**config.mk**
```make
export PLATFORM = sky130hd
export DESIGN_NAME = cvb_ctrl
export DESIGN_NICKNAME = d
export VERILOG_FILES = /design/src/rtl/cvb_pkg.sv /design/src/rtl/cvb_first_free.sv /design/src/rtl/cvb_oldest.sv /design/src/rtl/cvb_stats.sv /design/src/rtl/cvb_ctrl.sv
export SDC_FILE = /design/constraint.sdc
export NUM_CORES = 1
export LEC_CHECK = 0
export BUFFER_PORTS_ARGS = -buffer_cell sky130_fd_sc_hd__buf_2
export CORE_MARGIN = 5
export CORE_UTILIZATION = 60
export CTS_BUF_LIST = sky130_fd_sc_hd__clkbuf_4
export DETAILED_ROUTE_END_ITERATION = 6
export PLACE_DENSITY = 0.92
export SETUP_SLACK_MARGIN = 0.4
export SYNTH_ARGS = -nofsm -noshare
export SYNTH_HDL_FRONTEND = slang
export SYNTH_HIERARCHICAL = 1
export SYNTH_SLANG_ARGS = --single-unit
```
**constraint.sdc**
```tcl
create_clock -name clk_i -period 4.7 [get_ports clk_i]
set_input_delay 0.94 -clock clk_i [delete_from_list [all_inputs] [get_ports clk_i]]
set_output_delay 0.94 -clock clk_i [all_outputs]
set_load 0.02 [all_outputs]
```
**src/rtl/cvb_pkg.sv**
```systemverilog
package cvb_pkg;
  typedef enum logic [1:0] {
    OUT_HIT   = 2'd0,
    OUT_FILL  = 2'd1,
    OUT_SWAP  = 2'd2,
    OUT_EVICT = 2'd3
  } outcome_e;

  typedef enum logic [1:0] {
    ST_IDLE  = 2'd0,
    ST_WBACK = 2'd1,
    ST_FETCH = 2'd2
  } state_e;

  localparam int NUM_STATS = 9;
  localparam int SI_RD     = 0;
  localparam int SI_WR     = 1;
  localparam int SI_RDHIT  = 2;
  localparam int SI_WRHIT  = 3;
  localparam int SI_RDMISS = 4;
  localparam int SI_WRMISS = 5;
  localparam int SI_SWAP   = 6;
  localparam int SI_WB     = 7;
  localparam int SI_XFER   = 8;
endpackage

```
**src/rtl/cvb_first_free.sv**
```systemverilog
module cvb_first_free #(
  parameter int N = 2,
  localparam int IW = (N > 1) ? $clog2(N) : 1
) (
  input  logic [N-1:0]  valid_i,
  output logic          found_o,
  output logic [IW-1:0] idx_o
);
  always_comb begin
    idx_o = '0;
    for (int i = N - 1; i >= 0; i--) begin
      if (!valid_i[i]) idx_o = IW'(i);
    end
  end
  assign found_o = ~&valid_i;
endmodule

```
**src/rtl/cvb_oldest.sv**
```systemverilog
module cvb_oldest #(
  parameter int N     = 2,
  parameter int AGE_W = 2,
  localparam int IW   = (N > 1) ? $clog2(N) : 1
) (
  input  logic [N-1:0]            valid_i,
  input  logic [N-1:0][AGE_W-1:0] age_i,
  output logic [IW-1:0]           idx_o
);
  logic             found;
  logic [AGE_W-1:0] best;

  // strict compare keeps the lowest index on a tie
  always_comb begin
    idx_o = '0;
    best  = '0;
    found = 1'b0;
    for (int i = 0; i < N; i++) begin
      if (valid_i[i] && (!found || age_i[i] > best)) begin
        found = 1'b1;
        best  = age_i[i];
        idx_o = IW'(i);
      end
    end
  end
endmodule

```
**src/rtl/cvb_stats.sv**
```systemverilog
module cvb_stats #(
  parameter int N     = 9,
  parameter int CNT_W = 16
) (
  input  logic                      clk_i,
  input  logic                      rst_ni,
  input  logic [N-1:0]              inc_i,
  output logic [N-1:0][CNT_W-1:0]   cnt_o
);
  for (genvar g = 0; g < N; g++) begin : g_cnt
    always_ff @(posedge clk_i or negedge rst_ni) begin
      if (!rst_ni)       cnt_o[g] <= '0;
      else if (inc_i[g]) cnt_o[g] <= cnt_o[g] + CNT_W'(1);
    end

    AST_CNT_STEP: assert property (@(posedge clk_i) disable iff (!rst_ni)
      inc_i[g] |=> cnt_o[g] == $past(cnt_o[g]) + CNT_W'(1));
    AST_CNT_HOLD: assert property (@(posedge clk_i) disable iff (!rst_ni)
      !inc_i[g] |=> $stable(cnt_o[g]));
  end
endmodule

```
**src/rtl/cvb_ctrl.sv**
```systemverilog
module cvb_ctrl
  import cvb_pkg::*;
#(
  parameter int ADDR_W      = 32,
  parameter int BLOCK_BYTES = 16,
  parameter int NUM_SETS    = 2,
  parameter int NUM_WAYS    = 2,
  parameter int VB_BYTES    = 32,
  parameter int CNT_W       = 16
) (
  input  logic              clk_i,
  input  logic              rst_ni,
  input  logic              req_valid_i,
  output logic              req_ready_o,
  input  logic              req_write_i,
  input  logic [ADDR_W-1:0] req_addr_i,
  output logic              done_o,
  output logic [1:0]        outcome_o,
  output logic              mem_req_o,
  output logic              mem_we_o,
  output logic [ADDR_W-1:0] mem_addr_o,
  input  logic              mem_ack_i,
  output logic [CNT_W-1:0]  cnt_reads_o,
  output logic [CNT_W-1:0]  cnt_writes_o,
  output logic [CNT_W-1:0]  cnt_rd_hits_o,
  output logic [CNT_W-1:0]  cnt_wr_hits_o,
  output logic [CNT_W-1:0]  cnt_rd_miss_o,
  output logic [CNT_W-1:0]  cnt_wr_miss_o,
  output logic [CNT_W-1:0]  cnt_swaps_o,
  output logic [CNT_W-1:0]  cnt_wbacks_o,
  output logic [CNT_W-1:0]  cnt_xfers_o
);
  localparam int OFF_W   = $clog2(BLOCK_BYTES);
  localparam int SET_W   = $clog2(NUM_SETS);
  localparam int TAG_W   = ADDR_W - OFF_W - SET_W;
  localparam int BLK_W   = ADDR_W - OFF_W;
  localparam int VB_N    = VB_BYTES / BLOCK_BYTES;
  localparam int WAY_W   = (NUM_WAYS > 1) ? $clog2(NUM_WAYS) : 1;
  localparam int VBI_W   = (VB_N > 1) ? $clog2(VB_N) : 1;
  localparam int MAX_N   = (NUM_WAYS > VB_N) ? NUM_WAYS : VB_N;
  localparam int AGE_W   = $clog2(MAX_N) + 1;
  localparam logic [AGE_W-1:0] AGE_MAX = '1;

  // main array state
  logic [NUM_SETS-1:0][NUM_WAYS-1:0][TAG_W-1:0] l1_tag_q;
  logic [NUM_SETS-1:0][NUM_WAYS-1:0][AGE_W-1:0] l1_age_q;
  logic [NUM_SETS-1:0][NUM_WAYS-1:0]            l1_val_q, l1_dirty_q;
  // victim buffer state
  logic [VB_N-1:0][BLK_W-1:0] vb_blk_q;
  logic [VB_N-1:0][AGE_W-1:0] vb_age_q;
  logic [VB_N-1:0]            vb_val_q, vb_dirty_q;

  state_e   st_q;
  outcome_e outcome_q;
  logic     done_q;
  logic              r_write;
  logic [SET_W-1:0]  r_set;
  logic [TAG_W-1:0]  r_tag;
  logic [WAY_W-1:0]  r_way;
  logic [VBI_W-1:0]  r_vbe;
  logic [BLK_W-1:0]  r_wb_blk;

  // lookup
  logic [SET_W-1:0] req_set;
  logic [TAG_W-1:0] req_tag;
  logic [BLK_W-1:0] req_blk;
  logic             unused_off;
  assign req_set    = req_addr_i[OFF_W +: SET_W];
  assign req_tag    = req_addr_i[ADDR_W-1 -: TAG_W];
  assign req_blk    = req_addr_i[ADDR_W-1 -: BLK_W];
  assign unused_off = ^req_addr_i[OFF_W-1:0];

  logic [NUM_WAYS-1:0] l1_hit_vec;
  logic [VB_N-1:0]     vb_hit_vec;
  logic [WAY_W-1:0]    hit_way, free_way, lru_way;
  logic [VBI_W-1:0]    vb_hit_e, vb_free_e, vb_old_e, vb_vict;
  logic                free_found, vb_free_found;

  always_comb begin
    hit_way = '0;
    for (int w = 0; w < NUM_WAYS; w++) begin
      l1_hit_vec[w] = l1_val_q[req_set][w] && (l1_tag_q[req_set][w] == req_tag);
      if (l1_hit_vec[w]) hit_way = WAY_W'(w);
    end
    vb_hit_e = '0;
    for (int e = 0; e < VB_N; e++) begin
      vb_hit_vec[e] = vb_val_q[e] && (vb_blk_q[e] == req_blk);
      if (vb_hit_vec[e]) vb_hit_e = VBI_W'(e);
    end
  end

  cvb_first_free #(.N(NUM_WAYS)) u_l1_free (
    .valid_i(l1_val_q[req_set]), .found_o(free_found), .idx_o(free_way));
  cvb_oldest #(.N(NUM_WAYS), .AGE_W(AGE_W)) u_l1_old (
    .valid_i(l1_val_q[req_set]), .age_i(l1_age_q[req_set]), .idx_o(lru_way));
  cvb_first_free #(.N(VB_N)) u_vb_free (
    .valid_i(vb_val_q), .found_o(vb_free_found), .idx_o(vb_free_e));
  cvb_oldest #(.N(VB_N), .AGE_W(AGE_W)) u_vb_old (
    .valid_i(vb_val_q), .age_i(vb_age_q), .idx_o(vb_old_e));

  assign vb_vict = vb_free_found ? vb_free_e : vb_old_e;

  logic fire, is_hit, is_free, is_swap, is_evict, need_wb;
  assign fire     = req_valid_i && (st_q == ST_IDLE);
  assign is_hit   = |l1_hit_vec;
  assign is_free  = !is_hit && free_found;
  assign is_swap  = !is_hit && !free_found && |vb_hit_vec;
  assign is_evict = !is_hit && !free_found && !(|vb_hit_vec);
  assign need_wb  = vb_val_q[vb_vict] && vb_dirty_q[vb_vict];

  // demotion of the main-array victim into the buffer
  logic             do_move, fill_done, wb_done;
  logic [VBI_W-1:0] mv_e;
  logic [SET_W-1:0] mv_set;
  logic [WAY_W-1:0] mv_way;
  assign wb_done   = (st_q == ST_WBACK) && mem_ack_i;
  assign fill_done = (st_q == ST_FETCH) && mem_ack_i;
  assign do_move   = (fire && is_evict && !need_wb) || wb_done;
  assign mv_e      = (st_q == ST_IDLE) ? vb_vict : r_vbe;
  assign mv_set    = (st_q == ST_IDLE) ? req_set : r_set;
  assign mv_way    = (st_q == ST_IDLE) ? lru_way : r_way;

  // recency touch points
  logic             l1_touch, vb_touch;
  logic [SET_W-1:0] t_set;
  logic [WAY_W-1:0] t_way;
  logic [VBI_W-1:0] t_e;
  always_comb begin
    l1_touch = 1'b0;
    t_set    = req_set;
    t_way    = hit_way;
    if (fire && is_hit) l1_touch = 1'b1;
    if (fire && is_swap) begin
      l1_touch = 1'b1;
      t_way    = lru_way;
    end
    if (fill_done) begin
      l1_touch = 1'b1;
      t_set    = r_set;
      t_way    = r_way;
    end
    vb_touch = (fire && is_swap) || do_move;
    t_e      = (fire && is_swap) ? vb_hit_e : mv_e;
  end

  always_ff @(posedge clk_i or negedge rst_ni) begin
    if (!rst_ni) begin
      l1_tag_q   <= '0;
      l1_age_q   <= '0;
      l1_val_q   <= '0;
      l1_dirty_q <= '0;
    end else begin
      if (do_move) l1_val_q[mv_set][mv_way] <= 1'b0;
      if (fire && is_hit && req_write_i) l1_dirty_q[req_set][hit_way] <= 1'b1;
      if (fire && is_swap) begin
        l1_tag_q[req_set][lru_way]   <= req_tag;
        l1_dirty_q[req_set][lru_way] <= vb_dirty_q[vb_hit_e] | req_write_i;
      end
      if (fill_done) begin
        l1_tag_q[r_set][r_way]   <= r_tag;
        l1_val_q[r_set][r_way]   <= 1'b1;
        l1_dirty_q[r_set][r_way] <= r_write;
      end
      if (l1_touch) begin
        for (int w = 0; w < NUM_WAYS; w++) begin
          if (WAY_W'(w) == t_way) l1_age_q[t_set][w] <= '0;
          else if (l1_val_q[t_set][w] && l1_age_q[t_set][w] != AGE_MAX)
            l1_age_q[t_set][w] <= l1_age_q[t_set][w] + AGE_W'(1);
        end
      end
    end
  end

  always_ff @(posedge clk_i or negedge rst_ni) begin
    if (!rst_ni) begin
      vb_blk_q   <= '0;
      vb_age_q   <= '0;
      vb_val_q   <= '0;
      vb_dirty_q <= '0;
    end else begin
      if (fire && is_swap) begin
        vb_blk_q[vb_hit_e]   <= {l1_tag_q[req_set][lru_way], req_set};
        vb_dirty_q[vb_hit_e] <= l1_dirty_q[req_set][lru_way];
      end
      if (do_move) begin
        vb_blk_q[mv_e]   <= {l1_tag_q[mv_set][mv_way], mv_set};
        vb_val_q[mv_e]   <= 1'b1;
        vb_dirty_q[mv_e] <= l1_dirty_q[mv_set][mv_way];
      end
      if (vb_touch) begin
        for (int e = 0; e < VB_N; e++) begin
          if (VBI_W'(e) == t_e) vb_age_q[e] <= '0;
          else if (vb_val_q[e] && vb_age_q[e] != AGE_MAX)
            vb_age_q[e] <= vb_age_q[e] + AGE_W'(1);
        end
      end
    end
  end

  always_ff @(posedge clk_i or negedge rst_ni) begin
    if (!rst_ni) begin
      st_q      <= ST_IDLE;
      outcome_q <= OUT_HIT;
      done_q    <= 1'b0;
      r_write   <= 1'b0;
      r_set     <= '0;
      r_tag     <= '0;
      r_way     <= '0;
      r_vbe     <= '0;
      r_wb_blk  <= '0;
    end else begin
      done_q <= 1'b0;
      unique case (st_q)
        ST_IDLE: if (fire) begin
          r_write  <= req_write_i;
          r_set    <= req_set;
          r_tag    <= req_tag;
          r_way    <= is_free ? free_way : lru_way;
          r_vbe    <= vb_vict;
          r_wb_blk <= vb_blk_q[vb_vict];
          if (is_hit) begin
            outcome_q <= OUT_HIT;
            done_q    <= 1'b1;
          end else if (is_free) begin
            outcome_q <= OUT_FILL;
            st_q      <= ST_FETCH;
          end else if (is_swap) begin
            outcome_q <= OUT_SWAP;
            done_q    <= 1'b1;
          end else begin
            outcome_q <= OUT_EVICT;
            st_q      <= need_wb ? ST_WBACK : ST_FETCH;
          end
        end
        ST_WBACK: if (mem_ack_i) st_q <= ST_FETCH;
        ST_FETCH: if (mem_ack_i) begin
          st_q   <= ST_IDLE;
          done_q <= 1'b1;
        end
        default: st_q <= ST_IDLE;
      endcase
    end
  end

  assign req_ready_o = (st_q == ST_IDLE);
  assign done_o      = done_q;
  assign outcome_o   = outcome_q;
  assign mem_req_o   = (st_q != ST_IDLE);
  assign mem_we_o    = (st_q == ST_WBACK);
  assign mem_addr_o  = (st_q == ST_WBACK) ? {r_wb_blk, {OFF_W{1'b0}}}
                                          : {r_tag, r_set, {OFF_W{1'b0}}};

  logic [NUM_STATS-1:0]            inc;
  logic [NUM_STATS-1:0][CNT_W-1:0] cnt;
  always_comb begin
    inc            = '0;
    inc[SI_RD]     = fire && !req_write_i;
    inc[SI_WR]     = fire && req_write_i;
    inc[SI_RDHIT]  = fire && is_hit && !req_write_i;
    inc[SI_WRHIT]  = fire && is_hit && req_write_i;
    inc[SI_RDMISS] = fire && !is_hit && !req_write_i;
    inc[SI_WRMISS] = fire && !is_hit && req_write_i;
    inc[SI_SWAP]   = fire && is_swap;
    inc[SI_WB]     = wb_done;
    inc[SI_XFER]   = mem_req_o && mem_ack_i;
  end

  cvb_stats #(.N(NUM_STATS), .CNT_W(CNT_W)) u_stats (
    .clk_i(clk_i), .rst_ni(rst_ni), .inc_i(inc), .cnt_o(cnt));

  assign cnt_reads_o   = cnt[SI_RD];
  assign cnt_writes_o  = cnt[SI_WR];
  assign cnt_rd_hits_o = cnt[SI_RDHIT];
  assign cnt_wr_hits_o = cnt[SI_WRHIT];
  assign cnt_rd_miss_o = cnt[SI_RDMISS];
  assign cnt_wr_miss_o = cnt[SI_WRMISS];
  assign cnt_swaps_o   = cnt[SI_SWAP];
  assign cnt_wbacks_o  = cnt[SI_WB];
  assign cnt_xfers_o   = cnt[SI_XFER];

  AST_L1_UNIQUE: assert property (@(posedge clk_i) disable iff (!rst_ni)
    $onehot0(l1_hit_vec));
  AST_VB_UNIQUE: assert property (@(posedge clk_i) disable iff (!rst_ni)
    $onehot0(vb_hit_vec));
  AST_EXCLUSIVE: assert property (@(posedge clk_i) disable iff (!rst_ni)
    (st_q == ST_IDLE) |-> !(is_hit && |vb_hit_vec));
  AST_HIT_QUIET: assert property (@(posedge clk_i) disable iff (!rst_ni)
    (fire && is_hit) |=> done_o && outcome_o == OUT_HIT && !mem_req_o);
  AST_SWAP_QUIET: assert property (@(posedge clk_i) disable iff (!rst_ni)
    (fire && is_swap) |=> done_o && outcome_o == OUT_SWAP && !mem_req_o);
  AST_REQ_HOLD: assert property (@(posedge clk_i) disable iff (!rst_ni)
    (mem_req_o && !mem_ack_i) |=> mem_req_o && $stable(mem_addr_o) && $stable(mem_we_o));
  AST_BUSY_BLOCKS: assert property (@(posedge clk_i) disable iff (!rst_ni)
    (mem_req_o && !mem_ack_i) |=> !req_ready_o);
  AST_WB_BEFORE_FILL: assert property (@(posedge clk_i) disable iff (!rst_ni)
    (mem_we_o && mem_ack_i) |=> mem_req_o && !mem_we_o);
  AST_FILL_DONE: assert property (@(posedge clk_i) disable iff (!rst_ni)
    (mem_req_o && !mem_we_o && mem_ack_i) |=> done_o && !req_ready_o == 1'b0
      && (outcome_o == OUT_FILL || outcome_o == OUT_EVICT));
  AST_FREE_FILL_ALIGN: assert property (@(posedge clk_i) disable iff (!rst_ni)
    mem_req_o |-> mem_addr_o[OFF_W-1:0] == '0);
endmodule

```
# Word-level counts from Yosys, hierarchy flattened
# Index checks and enable logic that the tools add are counted.
# op_classes
addsub	13
n_lt_le_gt_ge	23
n_eq_ne	16
muxes	140
bitwise	10
reduce_logical	62
# op_table
op	count
54-bit two-way mux	6
108-bit bitwise mux	2
108-bit two-way mux	2
27-bit two-way mux	6
16-bit by 1-bit adder with 16-bit output (second input constant)	9
56-bit bitwise mux	2
28-bit two-way mux	4
56-bit two-way mux	2
54-bit demux with 1-bit select	2
2-bit two-way mux	30
28-bit demux with 1-bit select	2
28-bit equality test	2
27-bit demux with 1-bit select	2
27-bit equality test	2
1-bit two-way mux	44
1-bit logical AND	40
4-bit two-way mux	10
8-bit two-way mux	5
32-bit two-way mux	1
1-bit by 2-bit less-than comparator with 1-bit output (second input constant)	11
8-bit bitwise AND	2
8-bit bitwise mux	2
8-bit inverter	2
2-bit inequality test (second input constant)	6
26 further kinds	68
# totals
regBits	396
inputBits	37
output_inout_bits	182
elab_cells	300

# Depth between registers and ports, before layout
# depth
depth_word	19
mapped_depth	16

# Modules after synthesis
# Netlist, hierarchy kept.
# by_module_without_submodules
module	n_inst	cells_each	area_each_um2	seq_area_each_um2
cvb_ctrl	1	1552	15591.2	6306.0
cvb_stats	1	515	6159.7	3603.5
cvb_oldest	2	9	65.1	0.0
cvb_first_free	2	2	17.5	0.0

# Worst setup path after synthesis
# No wires, ideal clock.
# synth_timing
kind	input-to-reg
startpoint	input port req_addr_i[4]
endpoint	register vb_blk_q[10] (netlist bit)
setup_ns	0.125
arrival_ns	4.751
required_ns	4.575
slack_ns	-0.176
cell_stages	13
n_path_buf	6
cell_sequence	buf_6 -> buf_6 -> buf_4 -> clkbuf_1 -> mux2_2 -> ha_1 -> nor2b_1 -> o311a_1 -> clkbuf_1 -> mux2i_1 -> clkbuf_1 -> mux4_2 -> mux2_2
# synth_via
elab_chain_len	13
elab_cells_between_ends	51
classes_between	3 x order compare; 4 x eq/ne; 24 x mux; 20 x reduce/logical
# synth_rtl
item	line	text
start: declaration	cvb_ctrl.sv:16	input logic [ADDR_W-1:0] req_addr_i,
4-bit two-way mux (not written as such) or 2-bit two-way mux (tied branches) (2 in a row)	cvb_ctrl.sv:95	.valid_i(l1_val_q[req_set]), .age_i(l1_age_q[req_set]), .idx_o(lru_way));
2-bit two-way mux or 1-bit two-way mux (tied branches)	cvb_oldest.sv:19	if (valid_i[i] && (!found || age_i[i] > best)) begin
2-bit > comparator or 1-bit logical NOT (tied branches)	cvb_oldest.sv:19	
1-bit logical OR	cvb_oldest.sv:19	
1-bit logical AND (*)	cvb_oldest.sv:19	
1-bit two-way mux (*)	cvb_oldest.sv:19	
named net lru_way	cvb_ctrl.sv:75	logic [WAY_W-1:0] hit_way, free_way, lru_way;
27-bit two-way mux (not written as such) (2 in a row)	cvb_ctrl.sv:182	vb_blk_q[vb_hit_e] <= {l1_tag_q[req_set][lru_way], req_set};
56-bit bitwise mux	cvb_ctrl.sv:182	
56-bit two-way mux	cvb_ctrl.sv:181	if (fire && is_swap) begin
56-bit bitwise mux	cvb_ctrl.sv:186	vb_blk_q[mv_e] <= {l1_tag_q[mv_set][mv_way], mv_set};
56-bit two-way mux (*)	cvb_ctrl.sv:185	if (do_move) begin
end signal: indexed assignment	cvb_ctrl.sv:182	
end signal: indexed assignment	cvb_ctrl.sv:186	
end: declaration	cvb_ctrl.sv:49	logic [VB_N-1:0][BLK_W-1:0] vb_blk_q;
# The timed path passes the listed nets; every way through them passes the cells marked *. The select of a mux whose other input is x is not followed.
# A chain may end at the register's enable or synchronous reset.

# Worst setup path after layout
# layout_timing
startpoint	register st_q[0]
endpoint	output port mem_addr_o[21]
# layout_via
elab_chain_len	2
# layout_rtl
item	line	text
start: declaration	cvb_ctrl.sv:53	state_e st_q;
start signal: assignment	cvb_ctrl.sv:232	st_q <= need_wb ? ST_WBACK : ST_FETCH;
2-bit by 1-bit equality test with 1-bit output	cvb_ctrl.sv:250	assign mem_addr_o = (st_q == ST_WBACK) ? {r_wb_blk, {OFF_W{1'b0}}}
32-bit two-way mux	cvb_ctrl.sv:250	
end: declaration	cvb_ctrl.sv:21	output logic [ADDR_W-1:0] mem_addr_o,
# No other way between the ends.

==> out/results.md <==
| Parameter | Reported | Unit |
| --- | --- | --- |
| Avg Cell Area, Syn | 10.5 | um2 |
| Post-synthesis instance area | 0.0219 | mm2 |
| Final Slew Violations | 0 | - |
| Share of the core filled with cells | 68.2 | % |
| Setup TNS | 0 | ns |
| Routing layer with the top usage in global route | met2 | - |
| Worst IR Drop VDD | 0.000386 | V |
| Time the final worst path needs with I/O delays and setup | 3.82 | ns |
| Floorplan Core Area | 0.0363 | mm2 |
| Total vias in the final route | 17,628 | - |
| Leak | 11.4 | nW |
| Final weighted congestion of routability-driven global placement | 0.975 | - |
| Count of nets after finishing | 2,380 | - |
| Share of flip-flops with an asynchronous set or reset after synthesis | 100 | % |
| Part of the cycle the worst path needs | 81.2 | % |
| Number of max-cap violations | 0 | - |
| Overall power of the completed layout | 15.3 | mW |
| First-pass GRT wire length | 97,600 | um |
| Gate count after technology mapping | 2,089 | - |
| Number of antenna violations at the first check in global routing | 6 | - |
| Least-Margin Pin Slew | 1.21 | ns |
| Sequential element share of the synthesized area | 45.2 | % |
| Total of buffers placed on input and output ports | 210 | - |
| RSZ-0062 raised after global routing | false | - |
| Highest achievable clock rate | 262 | MHz |
| Fillers | 2,559 | - |
| Proportion of layout cells with a drive suffix above 1 | 25.8 | % |
| Site Rows | 70 | - |
| Count of cells resized by post-cts repair | 0 | - |
| Clk buf depth | 3 | - |
| Status | finished clean | - |
| WL final | 60,700 | um |
| Root Buffer | sky130_fd_sc_hd__clkbuf_4 | - |
| Tightest Hold Check Type | in2async | - |
| Wire length per cell after detailed routing | 21.2 | um |
| Half-perimeter wire length after placement | 41,600 | um |
| Antenna Nets Post-Route | 0 | - |
| Hold-fix buffers at CTS | 0 | - |
| Setup Crit Path Kind | reg2out | - |
| CTS sink count | 396 | - |
| Aggregate global routing overflow | 0 | - |
| Maximum fanout along the worst path | 19 | - |
| Placement-stage cell area | 0.0235 | mm2 |
| Met3 Resource Use GR | 8.24 | % |
| Met1 GRT Util | 36.5 | % |
| Overall routing resource usage | 29.7 | % |
| Layout-stage area growth over the synthesis result | 13.1 | % |
| Count of different cell masters after synthesis | 72 | - |
| Worst slew margin relative to its limit | 18.8 | % |
| Met2 Usage GRT | 48.9 | % |
| Data arrival time of the critical path | 2.88 | ns |
| Clock slew at reported path FFs | 0.07 | ns |
| First-iteration detailed-routing DRC count | 1,497 | - |
| TritonRoute pass-1 iters | 5 | - |
| Worst setup SP type | register | - |
| Vias/cell | 6.14 | - |
| Skew-Pair Late Insertion Delay | 0.83 | ns |
| Most used flip-flop cell after synthesis | sky130_fd_sc_hd__dfrtp_1 | - |
| Post-route DRC violation count | 0 | - |
| Pin count of the biggest net entering global routing | 106 | - |
| Worst Setup End Kind | output pin | - |
| Setup skew after layout | 0.0779 | ns |
| Total Die Area | 0.0404 | mm2 |
| DIE WIDTH | 201 | um |
| Number of enable flip-flop cells after synthesis | 0 | - |
| Number of CTS-inserted buffers | 105 | - |
| Starting Density | 60.3 | % |
| H-tree level count | 3 | - |
| Buffer count from post-CTS setup fixing | 0 | - |
| Design area | 0.0248 | mm2 |
| Hold Vio Cnt, Final | 0 | - |
| Number of register bits inferred by synthesis | 396 | - |
| Pwr Density | 617 | mW/mm2 |
| Worst EP required | 3.76 | ns |
| Number of global-route vias before repair | 18,207 | - |
| Worst Reg-to-Reg Cells | 9 | - |
| Synth warn | 6 | - |
| Clock tree from TritonCTS | done | - |
| Final setup fails | 0 | - |
| Vertical extent of the die | 201 | um |
| I/O pins | 219 | - |
worst max-delay path, cell delays in order, from the launching register on:
cell                      delay [ns]
sky130_fd_sc_hd__dfrtp_1        0.40
sky130_fd_sc_hd__nor2b_4        0.70
sky130_fd_sc_hd__buf_4          0.38
sky130_fd_sc_hd__mux2_2         0.42
sky130_fd_sc_hd__buf_2          0.17
per-layer routing:
layer	routed length (um)	share of wire [%]
met5	45	0.074
met2	29300	48
met4	2680	4.4
met3	5130	8.5
met1	23500	39
Yosys cell counts (18+ instances only):
cell / instances / share of area, %
sky130_fd_sc_hd__clkbuf_1: 70 / 1.2
sky130_fd_sc_hd__nor2_1: 127 / 2.2
sky130_fd_sc_hd__nor4_1: 35 / 1.0
sky130_fd_sc_hd__buf_4: 24 / 0.82
sky130_fd_sc_hd__mux2_2: 127 / 6.5
sky130_fd_sc_hd__mux4_2: 27 / 2.8
sky130_fd_sc_hd__xor2_1: 64 / 2.6
sky130_fd_sc_hd__o21ai_0: 67 / 1.5
sky130_fd_sc_hd__inv_1: 68 / 1.2
sky130_fd_sc_hd__nand2_1: 252 / 4.3
sky130_fd_sc_hd__mux2i_1: 227 / 10
sky130_fd_sc_hd__dfrtp_1: 396 / 45
sky130_fd_sc_hd__o21ai_1: 31 / 0.71
sky130_fd_sc_hd__a21oi_1: 83 / 1.9
sky130_fd_sc_hd__xnor2_1: 181 / 7.2
sky130_fd_sc_hd__and3_1: 18 / 0.51
sky130_fd_sc_hd__nand4_1: 54 / 1.5
sky130_fd_sc_hd__nor3_1: 19 / 0.43
sky130_fd_sc_hd__nand3_1: 46 / 1.1
area by class of cell:
class	count	area, um2	share of cell area (%)
Multi-Input combinational cell	1499	11200	45.0
Antenna cell	3	7.51	0.0303
Tap cell	468	586	2.36
Inverter	69	259	1.04
Clock buffer	158	1190	4.78
Clock inverter	22	151	0.611
Timing Repair Buffer	255	1530	6.16
Sequential cell	396	9910	40.0
path summary, 6_finish.rpt:
kind	to	start	slack [ns]
setup / recovery	mem_addr_o[21]	st_q[0]$_DFFE_PN0P_	0.88
hold / removal	u_stats/cnt_o[119]$_DFFE_PN0P_	rst_ni	0.21
setup reg to reg	l1_tag_q[91]$_DFF_PN0_	vb_blk_q[7]$_DFF_PN0_	0.97
hold reg to reg	u_stats/cnt_o[111]$_DFFE_PN0P_	u_stats/cnt_o[111]$_DFFE_PN0P_	0.47
max in group asynchronous	u_stats/cnt_o[139]$_DFFE_PN0P_	rst_ni	3.40
min in group clk_i	st_q[0]$_DFFE_PN0P_	mem_ack_i	0.42
power breakdown:
group          switching [mW]  internal (mW)
clock network            1.43           1.63
registers                1.13           4.53
logic                    3.77           2.80
total                    6.33           8.96
flip-flops by register name (all words and copies together), names as in the netlist, 2 cells and up:
name           cells
vb_val_q           2
l1_tag_q         108
vb_dirty_q         2
vb_age_q           4
st_q               2
l1_dirty_q         4
outcome_o          2
l1_age_q           8
vb_blk_q          56
l1_val_q           4
r_wb_blk          28
u_stats/cnt_o    144
r_tag             27
layout by cell type (no fill, tap or decap), drive strengths merged, types with 7 or more instances in the layout:
| cell type | count |
|---|---|
| mux2i | 227 |
| nand3 | 46 |
| xor2 | 64 |
| nor2b | 12 |
| dfrtp | 396 |
| ha | 17 |
| nand2 | 252 |
| nand4 | 56 |
| nand2b | 8 |
| and3 | 18 |
| xnor2 | 183 |
| o21ai | 99 |
| clkbuf | 158 |
| nor3 | 21 |
| and4 | 7 |
| and2 | 9 |
| clkinv | 18 |
| nor2 | 132 |
| a21oi | 83 |
| inv | 68 |
| buf | 255 |
| mux4 | 27 |
| nor4 | 41 |
| mux2 | 132 |
cell families (layout without fill, tap and decap cells):
family	after synthesis	in the layout	share of synthesized area, %
mux	386	386	20.0
flops	396	396	45.2
xor+xnor	247	247	9.94
compound gates	230	230	6.02
simple gates	615	615	13.6
buf+inv	197	504	4.33
fa+ha+maj	17	17	0.971
other cells	1	7	0.0171
stage by stage:
step | hold WS [ns] | setup WS (ns) | cells
final | 0.208 | 0.883 | 2870
after global routing | 0.202 | 0.722 | 2869
after CTS | 0.162 | 0.809 | 2867
after detailed placement | 0.457 | 0.342 | 2687
after global placement | 0.455 | 0.375 | 2687
after floorplan | 0.444 | 0.401 | 2092
Note: power is estimated with default switching activity, not from simulation.
